File: config.mk
export PLATFORM = sky130hd
export DESIGN_NAME = cfg_lock_bank
export DESIGN_NICKNAME = d
export VERILOG_FILES = /design/src/rtl/cfg_lock_pkg.sv /design/src/rtl/cfg_lock_ctrl.sv /design/src/rtl/cfg_lock_dpath.sv /design/src/rtl/cfg_lock_bank.sv
export SDC_FILE = /design/constraint.sdc
export NUM_CORES = 1
export LEC_CHECK = 0
export BUFFER_PORTS_ARGS = -buffer_cell sky130_fd_sc_hd__buf_2
export CORE_MARGIN = 8
export CORE_UTILIZATION = 35
export CTS_CLUSTER_SIZE = 24
export DETAILED_ROUTE_END_ITERATION = 10
export PLACE_DENSITY = 0.67
export RECOVER_POWER = 25
export SYNTH_ARGS = -nofsm -noshare
export SYNTH_HDL_FRONTEND = slang
export SYNTH_HIERARCHICAL = 1
export SYNTH_SLANG_ARGS = --single-unit
File: constraint.sdc
create_clock -name clk -period 1.53 [get_ports clk]
set_input_delay 0.0765 -clock clk [delete_from_list [all_inputs] [get_ports clk]]
set_output_delay 0.0765 -clock clk [all_outputs]
set_load 0.005 [all_outputs]
File: src/rtl/cfg_lock_pkg.sv
package cfg_lock_pkg;

  localparam int unsigned ADR_REV    = 'h00;
  localparam int unsigned ADR_ID_LO  = 'h01;
  localparam int unsigned ADR_ID_HI  = 'h02;
  localparam int unsigned ADR_SCR    = 'h03;
  localparam int unsigned ADR_KEY_HI = 'h04;
  localparam int unsigned ADR_KEY_LO = 'h05;
  localparam int unsigned ADR_PULSE  = 'h06;
  localparam int unsigned ADR_DEVCTL = 'h08;
  localparam int unsigned ADR_MUXSEL = 'h09;
  localparam int unsigned ADR_OUTEN  = 'h0A;

  localparam int unsigned KEY_HI_VAL = 'h05;
  localparam int unsigned KEY_LO_VAL = 'h80;

  localparam int unsigned LOOP_BIT = 0;
  localparam int unsigned PROT_BIT = 3;
  localparam int unsigned OHZ_BIT  = 4;

  typedef struct packed {
    logic wrScratch;
    logic wrKeyHi;
    logic wrKeyLo;
    logic wrDevCtl;
    logic wrMuxSel;
    logic wrOutEn;
    logic rdStb;
    logic swReset;
  } bankStrobes_t;

endpackage

File: src/rtl/cfg_lock_ctrl.sv
module cfg_lock_ctrl
  import cfg_lock_pkg::*;
#(
  parameter int ADDR_W = 7,
  parameter int DATA_W = 8
) (
  input  logic              clk,
  input  logic              rstSyncN,
  input  logic [ADDR_W-1:0] hostAddr,
  input  logic [DATA_W-1:0] hostWrData,
  input  logic              hostWr,
  input  logic              hostRd,
  input  logic              unlocked,
  output bankStrobes_t      strobes
);

  logic swRstQ;
  logic inLockRegion;
  logic wrOk;
  logic pulseReq;

  assign inLockRegion = hostAddr >= ADDR_W'(ADR_PULSE);
  assign wrOk         = hostWr && !swRstQ && (!inLockRegion || unlocked);
  assign pulseReq     = wrOk && (hostAddr == ADDR_W'(ADR_PULSE)) && hostWrData[0];

  always_comb begin
    strobes           = '0;
    strobes.wrScratch = wrOk && (hostAddr == ADDR_W'(ADR_SCR));
    strobes.wrKeyHi   = wrOk && (hostAddr == ADDR_W'(ADR_KEY_HI));
    strobes.wrKeyLo   = wrOk && (hostAddr == ADDR_W'(ADR_KEY_LO));
    strobes.wrDevCtl  = wrOk && (hostAddr == ADDR_W'(ADR_DEVCTL));
    strobes.wrMuxSel  = wrOk && (hostAddr == ADDR_W'(ADR_MUXSEL));
    strobes.wrOutEn   = wrOk && (hostAddr == ADDR_W'(ADR_OUTEN));
    strobes.rdStb     = hostRd && !swRstQ;
    strobes.swReset   = swRstQ;
  end

  // Registered pulse: acknowledging write completes, reset applies next edge.
  always_ff @(posedge clk or negedge rstSyncN) begin
    if (!rstSyncN)    swRstQ <= 1'b0;
    else if (swRstQ)  swRstQ <= 1'b0;
    else              swRstQ <= pulseReq;
  end

  // software reset lasts exactly one cycle
  a_r5_pulse_single: assert property (@(posedge clk) disable iff (!rstSyncN)
    swRstQ |=> !swRstQ);

  // pulse location cannot fire while locked
  a_r4_pulse_blocked: assert property (@(posedge clk) disable iff (!rstSyncN)
    (hostWr && !unlocked && !swRstQ && hostAddr == ADDR_W'(ADR_PULSE)) |=> !swRstQ);

endmodule

File: src/rtl/cfg_lock_dpath.sv
module cfg_lock_dpath
  import cfg_lock_pkg::*;
#(
  parameter int ADDR_W = 7,
  parameter int DATA_W = 8,
  parameter int NUM_CH = 8,
  parameter logic [DATA_W-1:0] REV_VAL   = 8'h05,
  parameter logic [DATA_W-1:0] ID_LO_VAL = 8'h80,
  parameter logic [DATA_W-1:0] ID_HI_VAL = 8'h80
) (
  input  logic              clk,
  input  logic              rstSyncN,
  input  bankStrobes_t      strobes,
  input  logic [ADDR_W-1:0] hostAddr,
  input  logic [DATA_W-1:0] hostWrData,
  input  logic [NUM_CH-1:0] hwProtSw,
  input  logic [NUM_CH-1:0] hwOutEn,
  output logic              unlocked,
  output logic [DATA_W-1:0] hostRdData,
  output logic              loopbackEn,
  output logic              protHwSel,
  output logic              ohDriveEn,
  output logic [NUM_CH-1:0] chanMuxSel,
  output logic [NUM_CH-1:0] chanOutEn
);

  logic [DATA_W-1:0] scratchQ, keyHiQ, keyLoQ, rdDataQ, rdNext, devByte;
  logic              loopQ, protQ, ohQ;
  logic [NUM_CH-1:0] muxSelQ, outEnQ;

  assign unlocked = (keyHiQ == DATA_W'(KEY_HI_VAL)) && (keyLoQ == DATA_W'(KEY_LO_VAL));

  always_ff @(posedge clk or negedge rstSyncN) begin
    if (!rstSyncN) begin
      scratchQ <= '0; keyHiQ <= '0; keyLoQ <= '0;
      loopQ <= 1'b0; protQ <= 1'b0; ohQ <= 1'b0;
      muxSelQ <= '0; outEnQ <= '0; rdDataQ <= '0;
    end else if (strobes.swReset) begin
      scratchQ <= '0; keyHiQ <= '0; keyLoQ <= '0;
      loopQ <= 1'b0; protQ <= 1'b0; ohQ <= 1'b0;
      muxSelQ <= '0; outEnQ <= '0; rdDataQ <= '0;
    end else begin
      if (strobes.wrScratch) scratchQ <= hostWrData;
      if (strobes.wrKeyHi)   keyHiQ   <= hostWrData;
      if (strobes.wrKeyLo)   keyLoQ   <= hostWrData;
      if (strobes.wrDevCtl) begin
        loopQ <= hostWrData[LOOP_BIT];
        protQ <= hostWrData[PROT_BIT];
        ohQ   <= hostWrData[OHZ_BIT];
      end
      if (strobes.wrMuxSel)  muxSelQ <= hostWrData[NUM_CH-1:0];
      if (strobes.wrOutEn)   outEnQ  <= hostWrData[NUM_CH-1:0];
      if (strobes.rdStb)     rdDataQ <= rdNext;
    end
  end

  always_comb begin
    devByte           = '0;
    devByte[LOOP_BIT] = loopQ;
    devByte[PROT_BIT] = protQ;
    devByte[OHZ_BIT]  = ohQ;
  end

  always_comb begin
    case (hostAddr)
      ADDR_W'(ADR_REV):    rdNext = REV_VAL;
      ADDR_W'(ADR_ID_LO):  rdNext = ID_LO_VAL;
      ADDR_W'(ADR_ID_HI):  rdNext = ID_HI_VAL;
      ADDR_W'(ADR_SCR):    rdNext = scratchQ;
      ADDR_W'(ADR_KEY_HI): rdNext = keyHiQ;
      ADDR_W'(ADR_KEY_LO): rdNext = keyLoQ;
      ADDR_W'(ADR_DEVCTL): rdNext = devByte;
      ADDR_W'(ADR_MUXSEL): rdNext = DATA_W'(muxSelQ);
      ADDR_W'(ADR_OUTEN):  rdNext = DATA_W'(outEnQ);
      default:             rdNext = '0;
    endcase
  end

  assign hostRdData = rdDataQ;
  assign loopbackEn = loopQ;
  assign protHwSel  = protQ;
  assign ohDriveEn  = ohQ;

  for (genvar ch = 0; ch < NUM_CH; ch++) begin : gChan
    assign chanMuxSel[ch] = protQ ? hwProtSw[ch] : muxSelQ[ch];
    assign chanOutEn[ch]  = protQ ? hwOutEn[ch]  : outEnQ[ch];
  end

  // control state frozen while locked
  a_r4_locked_hold: assert property (@(posedge clk) disable iff (!rstSyncN)
    (!unlocked && !strobes.swReset) |=>
      ($stable(loopQ) && $stable(protQ) && $stable(ohQ) &&
       $stable(muxSelQ) && $stable(outEnQ)));

  // software reset clears key and scratch
  a_r5_key_cleared: assert property (@(posedge clk) disable iff (!rstSyncN)
    strobes.swReset |=> (keyHiQ == '0 && keyLoQ == '0 && scratchQ == '0 && !unlocked));

  // unimplemented addresses read zero
  a_r9_unimpl_zero: assert property (@(posedge clk) disable iff (!rstSyncN)
    (strobes.rdStb && (hostAddr > ADDR_W'(ADR_OUTEN) || hostAddr == ADDR_W'(ADR_PULSE) ||
     hostAddr == ADDR_W'(ADR_PULSE + 1))) |=> (hostRdData == '0));

endmodule

File: src/rtl/cfg_lock_bank.sv
module cfg_lock_bank
  import cfg_lock_pkg::*;
#(
  parameter int ADDR_W = 7,
  parameter int DATA_W = 8,
  parameter int NUM_CH = 8,
  parameter logic [DATA_W-1:0] REV_VAL   = 8'h05,
  parameter logic [DATA_W-1:0] ID_LO_VAL = 8'h80,
  parameter logic [DATA_W-1:0] ID_HI_VAL = 8'h80
) (
  input  logic              clk,
  input  logic              rstN,
  input  logic [ADDR_W-1:0] hostAddr,
  input  logic [DATA_W-1:0] hostWrData,
  input  logic              hostWr,
  input  logic              hostRd,
  output logic [DATA_W-1:0] hostRdData,
  input  logic [NUM_CH-1:0] hwProtSw,
  input  logic [NUM_CH-1:0] hwOutEn,
  output logic              loopbackEn,
  output logic              protHwSel,
  output logic              ohDriveEn,
  output logic [NUM_CH-1:0] chanMuxSel,
  output logic [NUM_CH-1:0] chanOutEn
);

  localparam int SYNC_STAGES = 2;

  logic [SYNC_STAGES-1:0] rstSync;
  logic                   rstSyncN;
  logic                   unlocked;
  bankStrobes_t           strobes;

  always_ff @(posedge clk or negedge rstN) begin
    if (!rstN) rstSync <= '0;
    else       rstSync <= {rstSync[SYNC_STAGES-2:0], 1'b1};
  end
  assign rstSyncN = rstSync[SYNC_STAGES-1];

  cfg_lock_ctrl #(.ADDR_W(ADDR_W), .DATA_W(DATA_W)) ctrl_i (
    .clk(clk), .rstSyncN(rstSyncN), .hostAddr(hostAddr), .hostWrData(hostWrData),
    .hostWr(hostWr), .hostRd(hostRd), .unlocked(unlocked), .strobes(strobes)
  );

  cfg_lock_dpath #(
    .ADDR_W(ADDR_W), .DATA_W(DATA_W), .NUM_CH(NUM_CH),
    .REV_VAL(REV_VAL), .ID_LO_VAL(ID_LO_VAL), .ID_HI_VAL(ID_HI_VAL)
  ) dpath_i (
    .clk(clk), .rstSyncN(rstSyncN), .strobes(strobes), .hostAddr(hostAddr),
    .hostWrData(hostWrData), .hwProtSw(hwProtSw), .hwOutEn(hwOutEn),
    .unlocked(unlocked), .hostRdData(hostRdData), .loopbackEn(loopbackEn),
    .protHwSel(protHwSel), .ohDriveEn(ohDriveEn), .chanMuxSel(chanMuxSel),
    .chanOutEn(chanOutEn)
  );

endmodule

Word-level counts from Yosys, hierarchy flattened
Index checks and enable logic that the tools add are counted.
{"block": "totals", "regBits": 54, "out_inout_bits": 27, "word_cells": 83, "input_bits": 35}
{"block": "op_classes", "n_lt_le_gt_ge": 1, "n_reduce_logical": 24, "mux": 36, "eq_ne": 11}
{"operator": "8-bit two-way mux", "count": 12}
{"operator": "8-bit one-hot mux with 8 select lines", "count": 1}
{"operator": "1-bit two-way mux", "count": 23}
{"operator": "7-bit by 3-bit == test with 1-bit output (second input constant)", "count": 3}
{"operator": "7-bit by 4-bit == test with 1-bit output (second input constant)", "count": 3}
{"operator": "7-bit by 2-bit == test with 1-bit output (second input constant)", "count": 2}
{"operator": "2-bit nonzero test", "count": 7}
{"operator": "1-bit logical AND", "count": 12}
{"operator": "8-bit by 3-bit == test with 1-bit output (second input constant)", "count": 1}
{"operator": "8-bit == test (second input constant)", "count": 1}
{"operator": "7-bit by 1-bit == test with 1-bit output (second input constant)", "count": 1}
{"operator": "7-bit by 3-bit greater-or-equal comparator with 1-bit output (second input constant)", "count": 1}
{"operator": "7-bit logical NOT", "count": 1}
{"operator": "1-bit logical NOT", "count": 2}
{"operator": "2-bit OR reduction", "count": 1}
{"operator": "1-bit logical OR", "count": 1}

Depth between registers and ports, before layout
{"block": "depth", "depth_word": 7, "ltp_mapped": 7, "depth_no_buf": 6}

Cells and area by module
Netlist, hierarchy kept.
{"mod": "cfg_lock_dpath", "seq_area_each_um2": 1276.2, "instances": 1, "area_per_inst_um2": 2855.2, "cells_each": 269}
{"mod": "cfg_lock_ctrl", "seq_area_each_um2": 25.0, "instances": 1, "area_per_inst_um2": 141.4, "cells_each": 18}
{"mod": "cfg_lock_bank", "seq_area_each_um2": 50.0, "instances": 1, "area_per_inst_um2": 53.8, "cells_each": 3}

Worst setup path before layout
Ideal clock, no wire load.
{"block": "synth_timing", "path_type": "flip-flop to flip-flop", "from": "register ctrl_i.swRstQ", "to": "register dpath_i.outEnQ[3]", "t_arrival_ps": 1759, "setup_time_ps": 132, "path_buffers": 1, "setup_slack_ps": -361, "required_time_ps": 1398, "period_less_slack_ps": 1891, "path_stages_with_launch": 6, "cell_sequence": "dfrtp_1 or3b_2 nor4_1 clkbuf_1 mux2i_1 nor2_1"}
{"element": "start: declaration", "line_no": "cfg_lock_ctrl.sv:17", "text": "logic swRstQ;"}
{"element": "start signal: assignment", "line_no": "cfg_lock_ctrl.sv:42", "text": "else swRstQ <= pulseReq;"}
{"element": "end signal: assignment", "line_no": "cfg_lock_dpath.sv:52", "text": "if (strobes.wrOutEn) outEnQ <= hostWrData[NUM_CH-1:0];"}
{"element": "end: declaration", "line_no": "cfg_lock_dpath.sv:29", "text": "logic [NUM_CH-1:0] muxSelQ, outEnQ;"}

==> run summary <==
Layout Utilization: 46.2%
fin area: 0.00397 mm²
syn nets: 325
Gate power share: 12.6%
relative slew slack: 50.8%
total grt overflow: 0
Post-DP HPWL: 6460 µm
first-pass GRT wire length: 14000 µm
clk sink count: 54
fmax: 0.530 GHz
die area: 0.0120 mm²
Setup CP Type: reg -> reg
vias per inst: 5.30
max incr delay on CP: 0.41 ns
Post-synth EDFFs: 0
setup violators final: 46
global routing's busiest layer: met2
Slowest cell on crit path: dfrtp_1
number of fill cells: 818
antenna cells: 0
Synth Area in Simple Gates: 19.2%
Post-DRT Antenna Nets: 0
dpl cells: 481
H-tree levels: 2
Yosys warning total: 6
Tmin final: 1.89 ns
via count of the routed design: 2609
Final Hold Viols: 0
leading cell type in the layout, fill and taps excluded: buf_2
clk root buf: clkbuf_8
Lkg Pwr: 1.85 nW
met1 usage: 19.5%
post-synth cell types: 53
Clock power frac: 38.2%
Vert. Die Dim: 109 µm
met2 Use GR: 24.5%
worst-path maximum fanout: 8
clk_lat worst skew: 0.32 ns
sequential power share: 49.2%
CP Launch Point: dpath_i/keyLoQ[1]
Longest Clk Path Bufs: 2
DR pass1 iterations: 4
maxcap violations: 0
Initial Util: 35.5%
RR Startpoint: dpath_i/keyLoQ[1]
Synth Area in Adders: 0%
most frequent cells in the layout: buf_2, dfrtp_1, mux2i_1, nor2_1, buf_4
Nets: 418
dominant synthesized flop cell: dfrtp_1
multiplexer share of the synthesized area: 22.0%
Synth Area in Compound Gates: 8.70%
final worst-path cycle share: 123%
sw frac: 23.5%
Clock Pin Slew Worst Setup and Hold Paths: 0.09 ns
Syn Inst Count: 290
CP Data Arrival Time: 2.08 ns
Pwr Total: 0.00308 W
largest net degree at the start of global routing: 53
I/O pin count: 62
share of cells above drive strength 1: 39.8%
total CTS buffers: 5
FP Rows: 34
Area Overhead vs Synth: 30.1%
die width: 109 µm
DR iter-0 viols: 230
RSZ-0062 raised after global routing: true
Pint: 0.00236 W
worst setup margin: -0.357 ns
post-synthesis sequential area ratio: 44.3%
Final Max Tran Viols: 0
Power Density: 777 mW/mm²
CP cell instances: nor4b_2 -> and4_1 -> nand2_2 -> nor4_2 -> buf_4 -> mux2i_1 -> nor2_1
CP Data Required Time: 1.72 ns
port bufs: 61
final non-filler cell total: 492
Worst Tran Pin Value: 0.738 ns
met3 Use GR: 3.75%
Core ar.: 0.00859 mm²
worst hold path class: in -> async
reg2reg path depth: 7
Switching Power: 0.000725 W
fraction of synthesized cell area in xor and xnor cells: 0%
WL per Instance: 18.0 µm
DRC: 0
CP startpoint kind: register
initial antenna violation count: 0
largest family of logic cells by synthesized area: multiplexers
GP Congestion: 0.888
Async SR Flop Fraction: 100%
CTS tree: built
dpl ws: -0.444 ns
outcome: finished, violations left
failing checks: setup timing
GRT Total Usage: 15.1%
clock skew: 0.0147 ns
number of global-route vias before repair: 2660
Crit. End Element: register
Routed WL: 8830 µm
Max rail drop VDD: 0.346 mV
Cell Area, Placed: 0.00371 mm²
Yosys reg bits: 54
syn avg cell area: 10.5 µm²
Post-Syn Area: 0.00305 mm²
sequential cells by signal, summed over array words and instances, names as in the netlist:
| register | count |
|---|---|
| dpath_i/hostRdData | 8 |
| dpath_i/keyHiQ | 8 |
| dpath_i/keyLoQ | 8 |
| dpath_i/muxSelQ | 8 |
| dpath_i/outEnQ | 8 |
| dpath_i/scratchQ | 8 |
| rstSync | 2 |
| ctrl_i/swRstQ | 1 |
| dpath_i/loopbackEn | 1 |
| dpath_i/ohDriveEn | 1 |
| dpath_i/protHwSel | 1 |
synth_stat cells, types with 4 or more instances:
library cell	n	area share, %
dfrtp_1	54	44
nand3_1	4	0.66
mux2i_1	49	16
clkbuf_1	9	1.1
nand2_1	13	1.6
clkbuf_8	4	1.8
inv_1	5	0.62
o21ai_0	10	1.6
nor4_1	5	1.0
buf_2	5	0.82
nand3b_1	7	1.7
nor2_1	47	5.8
mux2_2	16	5.9
final timing paths:
check | endpoint | slack (ns)
setup / recovery | dpath_i/outEnQ[7] | -0.36
hold / removal | rstSync[0] | 0.07
setup reg to reg | dpath_i/outEnQ[7] | -0.36
hold reg to reg | rstSync[1] | 0.36
max in group asynchronous | dpath_i/outEnQ[5] | 0.62
min in group clk | dpath_i/keyLoQ[6] | 0.10
routing by layer:
metal	up-vias	wire length, µm
met3	4	609
met4	0	85
met2	87	4310
met5	-	0
met1	1292	3820
li1	1226	-
power by group through the flow:
stage	Sequential, W	Clock [W]	Combinational [W]
4_1_cts	0.00152	0.00121	0.000386
5_1_grt	0.00153	0.00126	0.000426
2_1_floorplan	0.00155	0	0.000164
3_3_place_gp	0.00154	0	0.000365
6_report	0.00152	0.00118	0.000389
3_5_place_dp	0.00154	0	0.000375
repair_timing:
action                                 CTS  global route
endpoints found under the hold margin    2             0
buffers inserted                         1             1
setup endpoints to repair               63            60
pin swaps                               10            14
gates cloned                             0             0
hold buffers                             1             0
resized for setup                       11             8
layout make-up:
| class | instances | area (µm²) | area share, % |
|---|---|---|---|
| clock buffer | 6 | 82.6 | 2.08 |
| clock inverter | 2 | 60.1 | 1.51 |
| inverter | 5 | 18.8 | 0.473 |
| multi-input combinational | 209 | 1630 | 41.0 |
| sequential | 54 | 1350 | 34.1 |
| tap | 108 | 135 | 3.40 |
| timing repair buffer | 108 | 694 | 17.5 |
worst max-delay path: cells and delay by family (launching register included):
family        cells  cell delay, ns
buf+inv           1            0.25
flops             1            0.41
mux               1            0.20
simple gates      5            0.91
stage by stage:
| step | hold WS [ns] | setup TNS (ns) |
|---|---|---|
| floorplan | -0.219 | -3.77 |
| global placement | -0.137 | -10.28 |
| detailed placement | -0.135 | -11.58 |
| CTS | 0.0478 | -8.40 |
| global route | 0.0752 | -13.93 |
| finish | 0.0702 | -10.13 |
kinds of logic after synthesis:
logic type             after synthesis
muxes                               65
DFF                                 54
AOI/OAI and AO/OA                   36
and+or+nand+nor                    107
buffers and inverters               27
other                                1
Note: power is estimated with default switching activity, not from simulation.
